## src/rtl/hash_addr_pkg.sv

```systemverilog
package hash_addr_pkg;

  typedef enum logic [1:0] {
    MODE_SUBW = 2'b00,
    MODE_BMIX = 2'b01,
    MODE_FOLD = 2'b10,
    MODE_NONE = 2'b11
  } accMode_e;

  // strobes from the control to the address datapath
  typedef struct packed {
    logic     clearAll;
    logic     cntAdvance;
    logic     pipeShift;
    logic     pushWrite;
    logic     readStrobe;
    accMode_e mode;
  } addrStrobe_t;

  // status from the datapath back to the control
  typedef struct packed {
    logic isReadSlot;
    logic isWriteSlot;
    logic isLastRead;
    logic pipeEmpty;
  } addrStatus_t;

endpackage

```

## src/rtl/hash_addr_datapath.sv

```systemverilog
module hash_addr_datapath
  import hash_addr_pkg::*;
#(
  parameter int ADDR_W     = 8,
  parameter int DELAY      = 7,
  parameter int SMALL_STEP = 5,
  parameter int FOLD_SLOTS = 7,
  parameter int FOLD_READS = 4
) (
  input  logic              clk,
  input  logic              rst_n,
  input  addrStrobe_t       strobe,
  output addrStatus_t       status,
  output logic [ADDR_W-1:0] rdAddr,
  output logic [ADDR_W-1:0] wrAddr,
  output logic              wrEn
);

  localparam int NIB = ADDR_W / 2;
  localparam int K_W = $clog2(FOLD_READS);
  localparam logic [NIB-1:0]    STEP_V       = NIB'(SMALL_STEP);
  localparam logic [NIB-1:0]    SLOT_LAST    = NIB'(FOLD_SLOTS - 1);
  localparam logic [NIB-1:0]    READ_LIM     = NIB'(FOLD_READS);
  localparam logic [ADDR_W-1:0] BMIX_STRIDE  = ADDR_W'(SMALL_STEP << NIB);

  logic [ADDR_W-1:0] bigCnt;
  logic [NIB-1:0]    smallCnt;
  logic [ADDR_W-1:0] wrNext;
  logic [DELAY-1:0]  pipeV;
  logic [ADDR_W-1:0] pipeA [DELAY];

  // counters: fold mode reuses the small counter as a slot counter
  always_ff @(posedge clk or negedge rst_n) begin
    if (!rst_n) begin
      bigCnt   <= '0;
      smallCnt <= '0;
    end else if (strobe.clearAll) begin
      bigCnt   <= '0;
      smallCnt <= '0;
    end else if (strobe.cntAdvance) begin
      if (strobe.mode == MODE_FOLD) begin
        if (smallCnt == SLOT_LAST) smallCnt <= '0;
        else                       smallCnt <= smallCnt + 1'b1;
        if (status.isReadSlot)     bigCnt   <= bigCnt + 1'b1;
      end else begin
        smallCnt <= smallCnt + STEP_V;
        bigCnt   <= bigCnt + 1'b1;
      end
    end
  end

  // field reshuffle per mode
  always_comb begin
    unique case (strobe.mode)
      MODE_BMIX: begin
        rdAddr = {smallCnt, bigCnt[ADDR_W-1:NIB]};
        wrNext = {bigCnt[NIB-1:0], bigCnt[ADDR_W-1:NIB]};
      end
      MODE_FOLD: begin
        rdAddr = {bigCnt[K_W-1:0], bigCnt[ADDR_W-1:K_W]};
        wrNext = {{K_W{1'b0}}, bigCnt[ADDR_W-1:K_W]};
      end
      default: begin
        rdAddr = {bigCnt[ADDR_W-1:NIB], smallCnt};
        wrNext = bigCnt;
      end
    endcase
  end

  always_comb begin
    if (strobe.mode == MODE_FOLD) begin
      status.isReadSlot  = (smallCnt < READ_LIM);
      status.isWriteSlot = (smallCnt == '0);
    end else begin
      status.isReadSlot  = 1'b1;
      status.isWriteSlot = 1'b1;
    end
    status.isLastRead = (&bigCnt) && status.isReadSlot;
    status.pipeEmpty  = ~|pipeV;
  end

  // write-address delay line
  always_ff @(posedge clk or negedge rst_n) begin
    if (!rst_n) begin
      pipeV <= '0;
      for (int s = 0; s < DELAY; s++) pipeA[s] <= '0;
    end else if (strobe.clearAll) begin
      pipeV <= '0;
    end else if (strobe.pipeShift) begin
      pipeV    <= {pipeV[DELAY-2:0], strobe.pushWrite};
      pipeA[0] <= wrNext;
      for (int s = 1; s < DELAY; s++) pipeA[s] <= pipeA[s-1];
    end
  end

  assign wrAddr = pipeA[DELAY-1];
  assign wrEn   = pipeV[DELAY-1] && strobe.pipeShift;


  subw_step_chk: assert property (@(posedge clk) disable iff (!rst_n)
    (strobe.readStrobe && strobe.mode == MODE_SUBW && $past(strobe.readStrobe)
     && !$past(strobe.clearAll))
    |-> (rdAddr[NIB-1:0] == $past(rdAddr[NIB-1:0]) + STEP_V));


  bmix_stride_chk: assert property (@(posedge clk) disable iff (!rst_n)
    (strobe.readStrobe && strobe.mode == MODE_BMIX && $past(strobe.readStrobe)
     && !$past(strobe.clearAll) && rdAddr[NIB-1:0] == $past(rdAddr[NIB-1:0]))
    |-> (rdAddr == $past(rdAddr) + BMIX_STRIDE));


  fold_wr_range_chk: assert property (@(posedge clk) disable iff (!rst_n)
    (wrEn && strobe.mode == MODE_FOLD) |-> (wrAddr[ADDR_W-1 -: K_W] == '0));


  hold_wr_chk: assert property (@(posedge clk) disable iff (!rst_n)
    (!strobe.pipeShift && !strobe.clearAll) |=> $stable(wrAddr));


  clear_chk: assert property (@(posedge clk) disable iff (!rst_n)
    strobe.clearAll |=> (rdAddr == '0 && !wrEn));

endmodule

```

## src/rtl/hash_addr_control.sv

```systemverilog
module hash_addr_control
  import hash_addr_pkg::*;
(
  input  logic        clk,
  input  logic        rst_n,
  input  logic        start,
  input  logic [1:0]  mode,
  input  logic        enable,
  input  addrStatus_t status,
  output addrStrobe_t strobe,
  output logic        done
);

  typedef enum logic [1:0] {ST_IDLE, ST_RUN, ST_DRAIN} ctlState_e;

  ctlState_e state;
  accMode_e  curMode;
  logic      startOk;
  logic      running;
  logic      busy;

  assign startOk = start && (accMode_e'(mode) != MODE_NONE);
  assign running = (state == ST_RUN);
  assign busy    = (state == ST_RUN) || (state == ST_DRAIN);

  always_ff @(posedge clk or negedge rst_n) begin
    if (!rst_n) begin
      state   <= ST_IDLE;
      curMode <= MODE_SUBW;
    end else if (startOk) begin
      state   <= ST_RUN;
      curMode <= accMode_e'(mode);
    end else begin
      unique case (state)
        ST_RUN:   if (enable && status.isLastRead) state <= ST_DRAIN;
        ST_DRAIN: if (status.pipeEmpty)             state <= ST_IDLE;
        default:  state <= ST_IDLE;
      endcase
    end
  end

  always_comb begin
    strobe.clearAll   = startOk;
    strobe.cntAdvance = running && enable;
    strobe.pipeShift  = busy && enable;
    strobe.pushWrite  = running && enable && status.isWriteSlot;
    strobe.readStrobe = running && enable && status.isReadSlot;
    strobe.mode       = curMode;
  end

  assign done = (state == ST_DRAIN) && status.pipeEmpty;


  done_once_chk: assert property (@(posedge clk) disable iff (!rst_n)
    done |=> !done);

endmodule

```

## src/rtl/hash_state_addr_gen.sv

```systemverilog
module hash_state_addr_gen
  import hash_addr_pkg::*;
#(
  parameter int ADDR_W     = 8,
  parameter int DELAY      = 7,
  parameter int SMALL_STEP = 5,
  parameter int FOLD_SLOTS = 7,
  parameter int FOLD_READS = 4
) (
  input  logic              clk,
  input  logic              rst_n,
  input  logic              start,
  input  logic [1:0]        mode,
  input  logic              enable,
  output logic [ADDR_W-1:0] rdAddr,
  output logic              rdValid,
  output logic [ADDR_W-1:0] wrAddr,
  output logic              wrEn,
  output logic              done
);

  addrStrobe_t strobe;
  addrStatus_t status;

  hash_addr_control ctl_i (
    .clk    (clk),
    .rst_n  (rst_n),
    .start  (start),
    .mode   (mode),
    .enable (enable),
    .status (status),
    .strobe (strobe),
    .done   (done)
  );

  hash_addr_datapath #(
    .ADDR_W     (ADDR_W),
    .DELAY      (DELAY),
    .SMALL_STEP (SMALL_STEP),
    .FOLD_SLOTS (FOLD_SLOTS),
    .FOLD_READS (FOLD_READS)
  ) dp_i (
    .clk    (clk),
    .rst_n  (rst_n),
    .strobe (strobe),
    .status (status),
    .rdAddr (rdAddr),
    .wrAddr (wrAddr),
    .wrEn   (wrEn)
  );

  assign rdValid = strobe.readStrobe;


  done_quiet_chk: assert property (@(posedge clk) disable iff (!rst_n)
    done |-> (!wrEn && !rdValid));

endmodule

```

## config.mk

```make
export PLATFORM = sky130hd
export DESIGN_NAME = hash_state_addr_gen
export DESIGN_NICKNAME = d
export VERILOG_FILES = /design/src/rtl/hash_addr_pkg.sv /design/src/rtl/hash_addr_datapath.sv /design/src/rtl/hash_addr_control.sv /design/src/rtl/hash_state_addr_gen.sv
export SDC_FILE = /design/constraint.sdc
export NUM_CORES = 1
export LEC_CHECK = 0
export CELL_PAD_IN_SITES_DETAIL_PLACEMENT = 0
export CELL_PAD_IN_SITES_GLOBAL_PLACEMENT = 1
export CORE_MARGIN = 4
export CORE_UTILIZATION = 52
export CTS_CLUSTER_DIAMETER = 50
export DETAILED_ROUTE_END_ITERATION = 12
export DONT_BUFFER_PORTS = 1
export GPL_TIMING_DRIVEN = 0
export HOLD_SLACK_MARGIN = 0.1
export PLACE_DENSITY_LB_ADDON = 0.1
export SLEW_MARGIN = 25
export SYNTH_ARGS = -nofsm -noshare
export SYNTH_HDL_FRONTEND = slang
export SYNTH_SLANG_ARGS = --single-unit
```

## constraint.sdc

```tcl
create_clock -name clk -period 3.6 [get_ports clk]
set_clock_uncertainty 0.2 [all_clocks]
set_input_delay 0.9 -clock clk [delete_from_list [all_inputs] [get_ports clk]]
set_output_delay 0.9 -clock clk [all_outputs]
set_load 0.1 [all_outputs]
```

## Yosys cells after proc, flatten, opt, wreduce, memory -nomap -nowiden

Cells that the tools add are included.

- Multiplexer cells: 17
- Add/sub/neg operators: 3
- Reduce and logical (&&, ||, !) cells: 19
- Magnitude comparators: 1
- Equality and inequality tests: 9
- Bitwise operators: 1

Operators by type and width:

| kind | count |
|---|---|
| $mux 8 | 4 |
| $pmux 8 s2 | 2 |
| $mux 4 | 4 |
| $mux 7 | 2 |
| $logic_and 1x1->1 | 9 |
| $add 8x1->8 const B | 1 |
| $mux 2 | 4 |
| $reduce_and 8->1 | 1 |
| $reduce_or 7->1 | 1 |
| $ne 3x3->1 const B | 2 |
| $reduce_and 2->1 | 3 |
| $add 4x1->4 const B | 1 |
| $add 4x3->4 const B | 1 |
| $eq 2x1->1 const B | 2 |
| $eq 2x2->1 const B | 2 |
| $eq 4x3->1 const B | 1 |
| $logic_not 4->1 | 1 |
| $lt 4x3->1 const B | 1 |
| $pmux 2 s2 | 1 |
| $reduce_bool 2->1 | 2 |
| $ne 3x2->1 const B | 1 |
| $ne 2x2->1 const B | 1 |
| $logic_not 1->1 | 1 |
| $logic_or 1x1->1 | 1 |
| $not 1->1 | 1 |

- Output and inout bits: 19
- Register bits: 79
- Word-level logic and storage cells: 62

## Logic depth before layout (Yosys ltp)

Gate-level depths: netlist of the first run.

- Depth in word-level cells: 7
- Depth in mapped cells: 9

## Modules after synthesis

Synthesis of the first run repeated with hierarchy kept, for this count alone.

- Cell total of the unflattened synthesis: 303
- Area, all modules: 3662.3 µm²

Modules (own cells, without submodules):

| module | seq. area each (µm²) | area each (µm²) | instances | cells an instance |
|---|---|---|---|---|
| hash_addr_datapath | 1876.8 | 3400.8 | 1 | 275 |
| hash_addr_control | 100.1 | 261.5 | 1 | 28 |

## Least setup slack after synthesis of the first run

OpenSTA, ideal clock, no wires.

- Path type: register to output
- Start: register ctl_i.curMode[0]
- End: output port rdAddr[7]
- Cell stages (with the launch flop): 7
- Setup slack: -0.803 ns
- Data arrival time: 3.303 ns
- Buffers on the path: 2
- Cell sequence: dfrtp_1 inv_1 ha_1 clkbuf_1 clkbuf_1 a22oi_1 o21ai_0

- Longest elaborated chain between the ends: 2

Ends and longest elaborated chain:

| what | line | RTL |
|---|---|---|
| start, declared | hash_addr_control.sv:17 | `accMode_e curMode;` |
| start signal, assigned | hash_addr_control.sv:32 | `curMode <= accMode_e'(mode);` |
| $eq 2x2->1 or $eq 2x1->1 (tied branches) | hash_addr_datapath.sv:54 | `unique case (strobe.mode)` |
| $pmux 8 s2 * | hash_addr_datapath.sv:54 |  |
| end, declared | hash_state_addr_gen.sv:15 | `output logic [ADDR_W-1:0] rdAddr,` |

Mark *: on every way between the ends. The rest lies on a longest branch, timed or not.

## Final worst setup path of the first run

- Start: register ctl_i.curMode[0]
- End: output port rdAddr[1]

The elaborated chain is that of the path after synthesis.

==> results of run 1 <==
per-stage QoR:
| step | util | power (mW) | instance area (um2) | TNS (ns) | hold WS (ns) |
|---|---|---|---|---|---|
| 5_1_grt | 0.596 | 2.72 | 4030 | 0 | 0.261 |
| 6_report | 0.596 | 2.57 | 4030 | 0 | 0.241 |
| 3_5_place_dp | 0.559 | 1.90 | 3780 | 0 | 0.252 |
| 2_1_floorplan | - | 1.78 | 3620 | -0.0486 | 0.239 |
| 3_3_place_gp | 0.551 | 1.86 | 3720 | -0.788 | 0.249 |
| 4_1_cts | 0.596 | 2.59 | 4030 | 0 | 0.253 |
layout by cell type, fill, tap and decap left out, types with 4 or more instances in the layout:
cell type and n:
sky130_fd_sc_hd__a21oi_1 12, sky130_fd_sc_hd__dfrtp_1 79, sky130_fd_sc_hd__nand2b_1 4, sky130_fd_sc_hd__inv_1 11
sky130_fd_sc_hd__ha_1 8, sky130_fd_sc_hd__a21oi_4 4, sky130_fd_sc_hd__nor2_1 12, sky130_fd_sc_hd__a221oi_1 8
sky130_fd_sc_hd__nand2_1 176, sky130_fd_sc_hd__nor2b_1 8, sky130_fd_sc_hd__o21ai_0 6, sky130_fd_sc_hd__o31ai_1 6
sky130_fd_sc_hd__nor2_4 4, sky130_fd_sc_hd__clkbuf_1 23, sky130_fd_sc_hd__xnor2_1 5, sky130_fd_sc_hd__nor3_1 4
sky130_fd_sc_hd__buf_4 8, sky130_fd_sc_hd__clkbuf_8 9
metal layers:
| layer | global-route usage | vias to the layer above | wire length (um) |
|---|---|---|---|
| li1 | - | 1359 | - |
| met1 | 0.253 | 1295 | 3340 |
| met2 | 0.308 | 35 | 3590 |
| met3 | 0.0406 | 9 | 245 |
| met4 | 0.0842 | 0 | 115 |
| met5 | 0 | - | 0 |
critical path: stages, from the launching register on:
cell and delay (ns):
sky130_fd_sc_hd__dfrtp_1 0.38, sky130_fd_sc_hd__inv_1 0.08, sky130_fd_sc_hd__ha_1 0.16, sky130_fd_sc_hd__clkbuf_1 0.30, sky130_fd_sc_hd__clkbuf_2 0.29, sky130_fd_sc_hd__a221oi_1 0.17
sky130_fd_sc_hd__a21oi_4 0.62
kinds of logic after synthesis:
family	synth area share
compound gates	0.101
simple gates	0.249
buf+inv	0.0546
flops	0.549
mux	0.00278
xor+xnor	0.0122
fa+ha+maj	0.0306
worst max path at each step:
stage,startpoint,endpoint,cells after the start
6_report,ctl_i.curMode[0],rdAddr[1],6
5_1_grt,ctl_i.state[0],wrEn,5
4_1_cts,ctl_i.state[0],wrEn,5
3_5_place_dp,ctl_i.curMode[0],rdAddr[4],5
3_3_place_gp,ctl_i.curMode[0],rdAddr[7],6
2_1_floorplan,ctl_i.curMode[0],rdAddr[7],6
power by group:
part | total (mW) | switching [mW] | leakage [nW] | internal (mW)
Clock | 0.656 | 0.332 | 0.0968 | 0.324
Sequential | 1.16 | 0.104 | 1.04 | 1.05
Combinational | 0.755 | 0.579 | 0.829 | 0.176
cell type report:
class / instances / area (um2)
fill: 613 / 2730
sequential: 79 / 1980
multi-input combinational: 290 / 1530
buffer: 33 / 158
clock buffer: 10 / 128
tap: 80 / 100
clock inverter: 6 / 68.8
inverter: 11 / 41.3
timing repair buffer: 1 / 27.5
repair_timing:
action                     in CTS  in global routing
gates resized for setup         6                  0
hold endpoints to repair       79                  0
setup endpoints to repair       5                  0
hold buffers                    1                  0
sequential cells by signal (all words and copies together) (netlist names):
name,flops
dp_i.smallCnt,4
ctl_i.curMode,2
dp_i.bigCnt,8
dp_i.wrAddr,8
dp_i.pipeV,7
ctl_i.state,2
dp_i.pipeA,48
==> impl_table.tex, run 1 <==
\begin{tabular}{lr}
\hline
Metric & Value \\
\hline
\multicolumn{2}{l}{\textbf{Synthesis}} \\
Number of enable-type register cells in the synthesized netlist & 0 \\
Register bit total from synthesis & 79 \\
Leading cell types by total area after synthesis & sky130\_fd\_sc\_hd\_\_dfrtp\_1, sky130\_fd\_sc\_hd\_\_nand2\_1, sky130\_fd\_sc\_hd\_\_ha\_1 \\
Distinct cells, synth & 37 \\
Async set-reset flop share out of synthesis & 1.00 \\
Ys flop type & sky130\_fd\_sc\_hd\_\_dfrtp\_1 \\
Cell with the most instances after synthesis & sky130\_fd\_sc\_hd\_\_nand2\_1 \\
Count of mapped cells out of synthesis & 413 \\
Leading area contributor after synthesis & sky130\_fd\_sc\_hd\_\_dfrtp\_1 \\
Most instantiated cells after synthesis & sky130\_fd\_sc\_hd\_\_nand2\_1, sky130\_fd\_sc\_hd\_\_dfrtp\_1, sky130\_fd\_sc\_hd\_\_clkbuf\_1, sky130\_fd\_sc\_hd\_\_a21oi\_1, sky130\_fd\_sc\_hd\_\_nor2\_1 \\
Netlist area before placement & 3600 um2 \\
Synthesized Nets & 427 \\
Area share of the largest cell type after synthesis & 0.549 \\
Post-synthesis area per instance & 8.72 um2 \\
Sequential fraction of the synthesis area & 0.549 \\
Warning count from the yosys run & 0 \\
\multicolumn{2}{l}{\textbf{GRT}} \\
Total overflow reported by the global router & 0 \\
Maximum number of pins on one net before global-route repair & 80 \\
Via count of the first global-routing pass & 2,680 \\
Wire length of the first global-routing pass & 12.8 mm \\
Number of antenna violations at the first check in global routing & 0 \\
Overall global routing resource usage & 0.192 \\
\multicolumn{2}{l}{\textbf{CTS}} \\
Maximum root-to-sink buffer count & 2 \\
H-tree depth reported by CTS & 3 \\
Count of buffers added by post-CTS timing repair for setup & 0 \\
Total clock sinks & 79 \\
Clock tree from TritonCTS & done \\
Clk\_lat worst skew & 0.34 ns \\
CTS buffer count & 9 \\
Clk root buf & sky130\_fd\_sc\_hd\_\_clkbuf\_8 \\
Reg clk slew, reported paths & 0.09 ns \\
\multicolumn{2}{l}{\textbf{Critical path}} \\
Required time of the worst setup path & 2.50 ns \\
Startpoint-to-endpoint class of the critical path & flop to output pin \\
Launch instance of the worst register-to-register path & ctl\_i.state[1] \\
Register-to-register path setup slack & 1.15 ns \\
Arrival time at the worst endpoint & 2.35 ns \\
Critical Path Sink Type & output pin \\
CP Launch Type & flop \\
Reg-to-Reg End & dp\_i.pipeV[0] \\
Critical path fanouts, max & 10 \\
Number of cells on the worst reg-to-reg path & 7 \\
\multicolumn{2}{l}{\textbf{Timing}} \\
Count of pins over their slew limit & 0 \\
Number of hold-slack violations in the final timing report & 0 \\
Shortest clock period the worst path allows after layout & 3.45 ns \\
Max Clk Rate & 290 MHz \\
Worst path setup slack after routing & 0.150 ns \\
Number of endpoints failing setup at the final stage & 0 \\
RSZ-0062 raised after global routing & false \\
Transition time at the pin with the least slew margin & 0.961 ns \\
Slew HR & 0.364 \\
Final critical-path share of the clock period & 0.958 \\
\multicolumn{2}{l}{\textbf{Placed design}} \\
Post-DP HPWL & 5.02 mm \\
Final weighted congestion of routability-driven global placement & 0.839 \\
IO buf count & 0 \\
Cell total after placement & 493 \\
Post-Place Worst Slack & 0.0806 ns \\
\multicolumn{2}{l}{\textbf{Route}} \\
Routed wire per std cell & 14.3 um \\
Via density & 5.29 \\
Violation count after the first detailed-route iteration & 142 \\
Number of remaining DRC errors & 0 \\
Antenna Violating Nets Remaining & 0 \\
Detailed Route WL & 7.29 mm \\
Via count of the routed design & 2,698 \\
Detailed-router iteration count before antenna repair & 4 \\
\multicolumn{2}{l}{\textbf{Layout}} \\
\# diodes & 0 \\
Layout overhead on the synthesized area & 11.8\% \\
Layout net count & 439 \\
Share of layout cells above drive strength 1 & 0.0953 \\
Final standard cell count with taps included and fillers excluded & 510 \\
\multicolumn{2}{l}{\textbf{Power and ir drop}} \\
Max rail drop VDD & 239 uV \\
Static power due to leakage & 1.97 nW \\
Power density normalized to cell area & 638 nW/um2 \\
\multicolumn{2}{l}{\textbf{Run status}} \\
Result of the run & complete, no violations \\
\multicolumn{2}{l}{\textbf{Die}} \\
\# IOs & 25 \\
Die Outline Area & 8320 um2 \\
Initial core utilization & 0.533 \\
Core footprint & 6760 um2 \\
Horiz. Die Dim & 91.2 um \\
Floorplan die height & 91.2 um \\
Placement Rows & 30 \\
\multicolumn{2}{l}{\textbf{Flow run}} \\
Max Cap Viol & 0 \\
\multicolumn{2}{l}{\textbf{Worst hold path}} \\
Worst Hold Class & primary input to asynchronous set/reset pin \\
\hline
\end{tabular}
(Power assumes the default switching activity.)
==> inputs of run 2 (changes only) <==
--- a/config.mk
+++ b/config.mk
@@ -17,2 +17,3 @@
 export PLACE_DENSITY_LB_ADDON = 0.1
+export REMOVE_ABC_BUFFERS = 1
 export SLEW_MARGIN = 25
==> constraint.sdc (replaced) <==
create_clock -name clk -period 3.6 [get_ports clk]
set_clock_uncertainty 0.2 [all_clocks]
set_input_delay 0.72 -clock clk [delete_from_list [all_inputs] [get_ports clk]]
set_output_delay 0.72 -clock clk [all_outputs]
set_load 0.1 [all_outputs]
==> run 2 against run 1 <==
Cell count is 6.3% lower. Clock power is 6.3% higher. Register-to-register slack hardly changed. Worst setup slack worse by 0.0024 ns. Die area stayed put. Non-clock buffer count is 31 lower. First-iteration DRC count is 4.9% lower. Worst hold slack better by 0.026 ns. Combinational power is 28% lower. Sequential share of layout area is 1.2 points higher. Sequential power is 13% higher. Global-route usage is 2.1 points lower. Largest power group unchanged.
==> impl_table.tex, run 2 (synthesized netlist as in run 1, its figures left out) <==
\begin{tabular}{lr}
\hline
Metric & Value \\
\hline
\multicolumn{2}{l}{\textbf{Run status}} \\
Result of the run & complete, no violations \\
\multicolumn{2}{l}{\textbf{Critical path}} \\
Crit-path cells & or4\_4 -> or4\_4 -> nor2\_2 \\
Number of cells on the worst reg-to-reg path & 5 (-2) \\
Top cell family by delay on the critical path & simple AND/OR/NAND/NOR gates \\
Critical path fanouts, max & 3 (-7) \\
Arrival time at the worst endpoint & 2.53 ns (+0.18 ns) \\
Most repeated library cell on the critical path & sky130\_fd\_sc\_hd\_\_or4\_4 \\
Critical Path Sink Type & output pin \\
Critical path depth in cells & 3 (-3) \\
CP Launch Type & flop \\
Startpoint-to-endpoint class of the critical path & flop to output pin \\
Critical-path cell with the highest stage delay & sky130\_fd\_sc\_hd\_\_nor2\_2 \\
Buffers plus inverters on the worst setup path & 0 (-3) \\
Worst path max stage delay & 0.82 ns (+0.20 ns) \\
Required time of the worst setup path & 2.68 ns (+0.18 ns) \\
\multicolumn{2}{l}{\textbf{GRT}} \\
Overall global routing resource usage & 0.171 (-0.0211) \\
Number of antenna violations at the first check in global routing & 0 (unchanged) \\
Total overflow reported by the global router & 0 (unchanged) \\
Wire length of the first global-routing pass & 11.7 mm (-8.6\%) \\
Via count of the first global-routing pass & 2,477 (-7.6\%) \\
Maximum number of pins on one net before global-route repair & 80 (unchanged) \\
\multicolumn{2}{l}{\textbf{Worst hold path}} \\
WHS Path Cells & 2 \\
Worst Hold Class & flop to flop \\
\multicolumn{2}{l}{\textbf{Route}} \\
Routed wire per std cell & 14.0 um (-2.3\%) \\
Antenna Violating Nets Remaining & 0 (unchanged) \\
Detailed Route WL & 6.68 mm (-8.4\%) \\
Detailed-router iteration count before antenna repair & 4 (unchanged) \\
Violation count after the first detailed-route iteration & 135 (-4.9\%) \\
Via density & 5.38 (+1.6\%) \\
Via count of the routed design & 2,570 (-4.7\%) \\
Number of remaining DRC errors & 0 (unchanged) \\
\multicolumn{2}{l}{\textbf{Power and ir drop}} \\
Clock power share & 0.273 (+0.017) \\
Overall Power & 2.56 mW (-0.50\%) \\
Fraction of power spent switching nets & 0.381 (-0.0145) \\
Share of total power in sequential cells & 0.514 (+0.064) \\
Power share of the combinational group & 0.213 (-0.081) \\
Static power due to leakage & 1.92 nW (-2.4\%) \\
Max rail drop VDD & 328 uV (+38\%) \\
Net switching power figure & 0.973 mW (-4.1\%) \\
Cell internal pwr & 1.58 mW (+1.9\%) \\
Power density normalized to cell area & 650 nW/um2 (+1.9\%) \\
\multicolumn{2}{l}{\textbf{CTS}} \\
Total clock sinks & 79 (unchanged) \\
Clk root buf & sky130\_fd\_sc\_hd\_\_clkbuf\_8 \\
CTS buffer count & 9 (unchanged) \\
Clock tree from TritonCTS & done \\
H-tree depth reported by CTS & 3 (unchanged) \\
Clk\_lat worst skew & 0.33 ns (about the same) \\
Count of buffers added by post-CTS timing repair for setup & 0 (unchanged) \\
Maximum root-to-sink buffer count & 2 (unchanged) \\
Reg clk slew, reported paths & 0.08 ns (about the same) \\
\multicolumn{2}{l}{\textbf{Placed design}} \\
Cell total after placement & 461 (-6.5\%) \\
Post-DP HPWL & 4.00 mm (-20\%) \\
Final weighted congestion of routability-driven global placement & 0.778 (-7.3\%) \\
IO buf count & 0 (unchanged) \\
\multicolumn{2}{l}{\textbf{Timing}} \\
Slew HR & 0.269 (-0.0948) \\
Max Clk Rate & 290 MHz (about the same) \\
RSZ-0062 raised after global routing & false \\
Transition time at the pin with the least slew margin & 1.10 ns (+0.135 ns) \\
Count of pins over their slew limit & 0 (unchanged) \\
Number of hold-slack violations in the final timing report & 0 (unchanged) \\
Shortest clock period the worst path allows after layout & 3.45 ns (+0.00237 ns) \\
Hold WS & 0.267 ns (+0.0262 ns) \\
Number of endpoints failing setup at the final stage & 0 (unchanged) \\
Final critical-path share of the clock period & 0.959 (about the same) \\
\multicolumn{2}{l}{\textbf{Layout}} \\
Most frequent standard cell in the layout excluding fill and tap cells & sky130\_fd\_sc\_hd\_\_nand2\_1 \\
Share of layout cells above drive strength 1 & 0.0854 (-0.00992) \\
Final standard cell count with taps included and fillers excluded & 478 (-6.3\%) \\
Post-Route Utilization & 0.582 (-0.0139) \\
Most used cells in the layout excluding fill and tap cells & sky130\_fd\_sc\_hd\_\_nand2\_1, sky130\_fd\_sc\_hd\_\_dfrtp\_1, sky130\_fd\_sc\_hd\_\_a21oi\_1, sky130\_fd\_sc\_hd\_\_inv\_1, sky130\_fd\_sc\_hd\_\_nor2\_1 \\
Largest register FFs & 48 (unchanged) \\
Layout overhead on the synthesized area & 9.17\% \\
Register with the most flip-flops & dp\_i.pipeA \\
Number of fill cells & 621 (+1.3\%) \\
\# diodes & 0 (unchanged) \\
Layout net count & 408 (-7.1\%) \\
\multicolumn{2}{l}{\textbf{Die}} \\
Placement Rows & 30 (unchanged) \\
Floorplan die height & 91.2 um (unchanged) \\
Horiz. Die Dim & 91.2 um (unchanged) \\
Die Outline Area & 8320 um2 (unchanged) \\
Core footprint & 6760 um2 (unchanged) \\
\# IOs & 25 (unchanged) \\
Initial core utilization & 0.533 (unchanged) \\
\multicolumn{2}{l}{\textbf{Flow run}} \\
Max Cap Viol & 0 (unchanged) \\
\hline
\end{tabular}
-- run 2: timing repair --
item / in CTS / in global routing
hold buffers: 2 / 0
hold endpoints to repair: 79 / 0
resized for setup: 0 / 3
setup endpoints to repair: 0 / 6
-- run 2: power by group through the flow --
stage	logic, mW	registers (mW)	clock network (mW)
after floorplan	0.415	1.31	0
after global placement	0.469	1.33	0
after detailed placement	0.516	1.33	0
after CTS	0.542	1.32	0.723
after global routing	0.607	1.34	0.769
final	0.544	1.31	0.697
-- run 2: per-layer routing --
metal	part of all wire	global-route usage	routed length, um
met1	0.48	0.238	3200
met2	0.46	0.262	3070
met3	0.044	0.0406	292
met4	0.017	0.0628	112
met5	0	0	0
-- run 2: final timing paths --
path                                start             end  slack [ns]
max in group asynchronous           rst_n  dp_i.pipeA[21]        2.15
min in group asynchronous           rst_n  dp_i.wrAddr[3]        0.75
max reg2reg                ctl_i.state[0]  dp_i.pipeA[52]        1.14
min                        dp_i.pipeA[21]  dp_i.pipeA[13]        0.27
min reg2reg                dp_i.pipeA[21]  dp_i.pipeA[13]        0.27
max                         dp_i.pipeV[1]            done        0.15
-- run 2: worst register-to-register path: stages (launching register included) --
cell and delay (ns):
sky130_fd_sc_hd__dfrtp_1 0.40, sky130_fd_sc_hd__inv_1 0.06, sky130_fd_sc_hd__ha_1 0.30, sky130_fd_sc_hd__nor2b_1 0.52, sky130_fd_sc_hd__nand2b_4 0.50, sky130_fd_sc_hd__o31ai_1 0.40
-- run 2: metrics by stage --
| stage | setup TNS, ns | instance area (um2) | setup slack [ns] |
|---|---|---|---|
| global placement | -32.41 | 3550 | -0.700 |
| detailed placement | 0 | 3660 | 0.382 |
| CTS | 0 | 3910 | 0.00868 |
| global route | 0 | 3930 | 0.0717 |
| finish | 0 | 3930 | 0.147 |
| floorplan | -0.787 | 3450 | -0.410 |
-- run 2: area by class of cell --
cell class	instances	area, um2	area share
clock buffers	9	124	0.0315
clock inverters	6	86.3	0.0220
inverters	11	41.3	0.0105
multi-input cells	290	1540	0.391
flip-flops and latches	79	1980	0.503
well taps	80	100	0.0255
repair buffers	3	65.1	0.0165
==> inputs of run 3 (changes only) <==
- CORE_UTILIZATION: 52 -> 48
- clock period: 3.6 -> 3.5 ns (I/O delays scaled with it)
==> run 3 against run 2 <==
Sequential power is 3% higher. Sequential share of layout area is 0.54 points lower. Critical endpoint is now rdAddr[1]. Critical path depth is 1 higher. Total power is 4.0% higher. Worst setup slack better by 0.19 ns. Worst hold slack better by 0.0028 ns. Utilization is 3.4 points lower. Cell count is 4.2% higher.
==> impl_table.tex, run 3 (synthesized netlist as in run 1, its figures left out) <==
\begin{tabular}{lr}
\hline
Metric & Value \\
\hline
\multicolumn{2}{l}{\textbf{Run status}} \\
Result of the run & complete, no violations \\
\multicolumn{2}{l}{\textbf{Route}} \\
Via count of the routed design & 2,621 (+2.0\%) \\
Routed wire per std cell & 13.5 um (-3.2\%) \\
Number of remaining DRC errors & 0 (unchanged) \\
Detailed Route WL & 6.74 mm (+0.88\%) \\
Amount of wire on met3 after detailed routing & 344 um (+18\%) \\
Detailed-router iteration count before antenna repair & 4 (unchanged) \\
Sum of met2 wire segment lengths after detailed routing & 3.12 mm (+1.8\%) \\
Violation count after the first detailed-route iteration & 152 (+13\%) \\
Highest Signal Layer & met4 \\
Via density & 5.26 (-2.1\%) \\
M1 WL & 3.19 mm (-0.50\%) \\
Antenna Violating Nets Remaining & 0 (unchanged) \\
\multicolumn{2}{l}{\textbf{Timing}} \\
Max Clk Rate & 316 MHz \\
Hold WS & 0.270 ns (+0.00279 ns) \\
Number of endpoints failing setup at the final stage & 0 (unchanged) \\
Shortest clock period the worst path allows after layout & 3.16 ns \\
Worst path setup slack after routing & 0.338 ns (+0.191 ns) \\
RSZ-0062 raised after global routing & false \\
Setup TNS & 0 ns (unchanged) \\
Final critical-path share of the clock period & 0.903 \\
Transition time at the pin with the least slew margin & 1.09 ns (-0.00672 ns) \\
Slew HR & 0.274 (+0.00448) \\
Number of hold-slack violations in the final timing report & 0 (unchanged) \\
Count of pins over their slew limit & 0 (unchanged) \\
\multicolumn{2}{l}{\textbf{Die}} \\
Horiz. Die Dim & 94.6 um (+3.7\%) \\
\# IOs & 25 (unchanged) \\
Initial core utilization & 0.496 (-0.0365) \\
Die Outline Area & 8950 um2 (+7.6\%) \\
Floorplan die height & 94.6 um (+3.7\%) \\
Core footprint & 7250 um2 (+7.4\%) \\
Placement Rows & 31 (+3.3\%) \\
\multicolumn{2}{l}{\textbf{Power and ir drop}} \\
Overall Power & 2.66 mW (+4.0\%) \\
Max rail drop VDD & 273 uV (-17\%) \\
Power density normalized to cell area & 669 nW/um2 (+2.9\%) \\
Static power due to leakage & 1.93 nW (+0.29\%) \\
\multicolumn{2}{l}{\textbf{Layout}} \\
Most frequent standard cell in the layout excluding fill and tap cells & sky130\_fd\_sc\_hd\_\_nand2\_1 \\
Largest register FFs & 48 (unchanged) \\
\# diodes & 0 (unchanged) \\
Number of fill cells & 706 (+14\%) \\
Layout overhead on the synthesized area & 10.4\% \\
Layout net count & 408 (unchanged) \\
Cell area after layout & 3970 um2 (+1.1\%) \\
Final standard cell count with taps included and fillers excluded & 498 (+4.2\%) \\
Most used cells in the layout excluding fill and tap cells & sky130\_fd\_sc\_hd\_\_nand2\_1, sky130\_fd\_sc\_hd\_\_dfrtp\_1, sky130\_fd\_sc\_hd\_\_a21oi\_1, sky130\_fd\_sc\_hd\_\_inv\_1, sky130\_fd\_sc\_hd\_\_nor2\_1 \\
Post-Route Utilization & 0.548 (-0.0340) \\
Register with the most flip-flops & dp\_i.pipeA \\
Share of layout cells above drive strength 1 & 0.0877 (+0.00229) \\
\multicolumn{2}{l}{\textbf{Critical path}} \\
Reg-to-Reg End & dp\_i.pipeA[53] \\
Top cell family by delay on the critical path & compound AO/OA/AOI/OAI gates \\
Arrival time at the worst endpoint & 2.26 ns (-0.27 ns) \\
Critical Path Sink Type & output pin \\
Critical-path cell with the highest stage delay & sky130\_fd\_sc\_hd\_\_ha\_2 \\
Number of cells on the worst reg-to-reg path & 5 (unchanged) \\
CP Launch Type & flop \\
Startpoint-to-endpoint class of the critical path & flop to output pin \\
Critical path fanouts, max & 23 (+20) \\
Register-to-register path setup slack & 1.03 ns (-0.11 ns) \\
Required time of the worst setup path & 2.60 ns (-0.08 ns) \\
Launch instance of the worst register-to-register path & ctl\_i.state[0] \\
Crit-path cells & inv\_1 -> ha\_2 -> a221oi\_1 -> a21oi\_4 \\
Worst path max stage delay & 0.67 ns (-0.15 ns) \\
Buffers plus inverters on the worst setup path & 1 (+1) \\
\multicolumn{2}{l}{\textbf{GRT}} \\
Number of antenna violations at the first check in global routing & 0 (unchanged) \\
Wire length of the first global-routing pass & 11.8 mm (+0.89\%) \\
Overall global routing resource usage & 0.168 (-0.00372) \\
Maximum number of pins on one net before global-route repair & 80 (unchanged) \\
Total overflow reported by the global router & 0 (unchanged) \\
Via count of the first global-routing pass & 2,445 (-1.3\%) \\
\multicolumn{2}{l}{\textbf{Placed design}} \\
Post-Place Worst Slack & 0.281 ns (-0.101 ns) \\
Post-DP HPWL & 4.11 mm (+2.5\%) \\
Cell total after placement & 480 (+4.1\%) \\
Final weighted congestion of routability-driven global placement & 0.756 (-2.8\%) \\
Post-Place Cell Area & 3690 um2 (+0.85\%) \\
IO buf count & 0 (unchanged) \\
\multicolumn{2}{l}{\textbf{Worst hold path}} \\
Terminating pin of the worst hold path & dp\_i.wrAddr[1] \\
WHS Path Cells & 2 (unchanged) \\
Worst Min Path Start & dp\_i.pipeA[9] \\
Worst Hold Class & flop to flop \\
\multicolumn{2}{l}{\textbf{CTS}} \\
Count of buffers added by post-CTS timing repair for setup & 0 (unchanged) \\
CTS buffer count & 9 (unchanged) \\
H-tree depth reported by CTS & 3 (unchanged) \\
Clk\_lat worst skew & 0.34 ns (about the same) \\
Total clock sinks & 79 (unchanged) \\
Maximum root-to-sink buffer count & 2 (unchanged) \\
Clock tree from TritonCTS & done \\
Clk root buf & sky130\_fd\_sc\_hd\_\_clkbuf\_8 \\
Reg clk slew, reported paths & 0.08 ns (about the same) \\
\multicolumn{2}{l}{\textbf{Flow run}} \\
Max Cap Viol & 0 (unchanged) \\
\hline
\end{tabular}
==> run 3: layout make-up <==
| type | count | area, um2 | share of cell area |
|---|---|---|---|
| flip-flops and latches | 79 | 1980 | 0.497 |
| well taps | 99 | 124 | 0.0312 |
| inverters | 11 | 41.3 | 0.0104 |
| multi-input cells | 290 | 1540 | 0.389 |
| clock inverters | 5 | 81.3 | 0.0205 |
| clock buffers | 11 | 141 | 0.0356 |
| repair buffers | 3 | 65.1 | 0.0164 |
==> run 3: metal layers <==
| layer | up-vias | track usage |
|---|---|---|
| met5 | - | 0 |
| met4 | 0 | 0.0649 |
| met3 | 6 | 0.0422 |
| met2 | 56 | 0.262 |
| met1 | 1260 | 0.225 |
| li1 | 1299 | - |
==> run 3: worst register-to-register path: stages, from the launching register on <==
cell                       delay (ns)
sky130_fd_sc_hd__dfrtp_1         0.40
sky130_fd_sc_hd__inv_1           0.06
sky130_fd_sc_hd__ha_1            0.29
sky130_fd_sc_hd__nor2b_1         0.51
sky130_fd_sc_hd__nand2b_4        0.50
sky130_fd_sc_hd__o31ai_1         0.40
==> run 3: what timing repair did <==
| item | CTS | global route |
|---|---|---|
| pin swaps | 0 | 0 |
| setup endpoints to repair | 2 | 6 |
| hold buffers | 2 | 0 |
| hold endpoints to repair | 79 | 0 |
| resized for setup | 2 | 3 |
==> run 3: worst max-delay path by stage <==
| stage | endpoint | start | slack (ns) | cells past startpoint |
|---|---|---|---|---|
| 2_1_floorplan | rdAddr[7] | ctl_i.curMode[0] | -0.49 | 4 |
| 3_3_place_gp | rdAddr[7] | ctl_i.curMode[0] | -0.82 | 4 |
| 3_5_place_dp | rdAddr[4] | ctl_i.curMode[0] | 0.28 | 4 |
| 4_1_cts | rdAddr[1] | ctl_i.curMode[0] | 0.02 | 4 |
| 5_1_grt | rdAddr[6] | ctl_i.curMode[1] | 0.20 | 4 |
| 6_report | rdAddr[1] | ctl_i.curMode[0] | 0.34 | 4 |
==> run 3: power breakdown <==
part,switching [mW],internal (mW),total (mW)
Combinational,0.410,0.152,0.562
Clock,0.323,0.422,0.744
Sequential,0.272,1.08,1.35
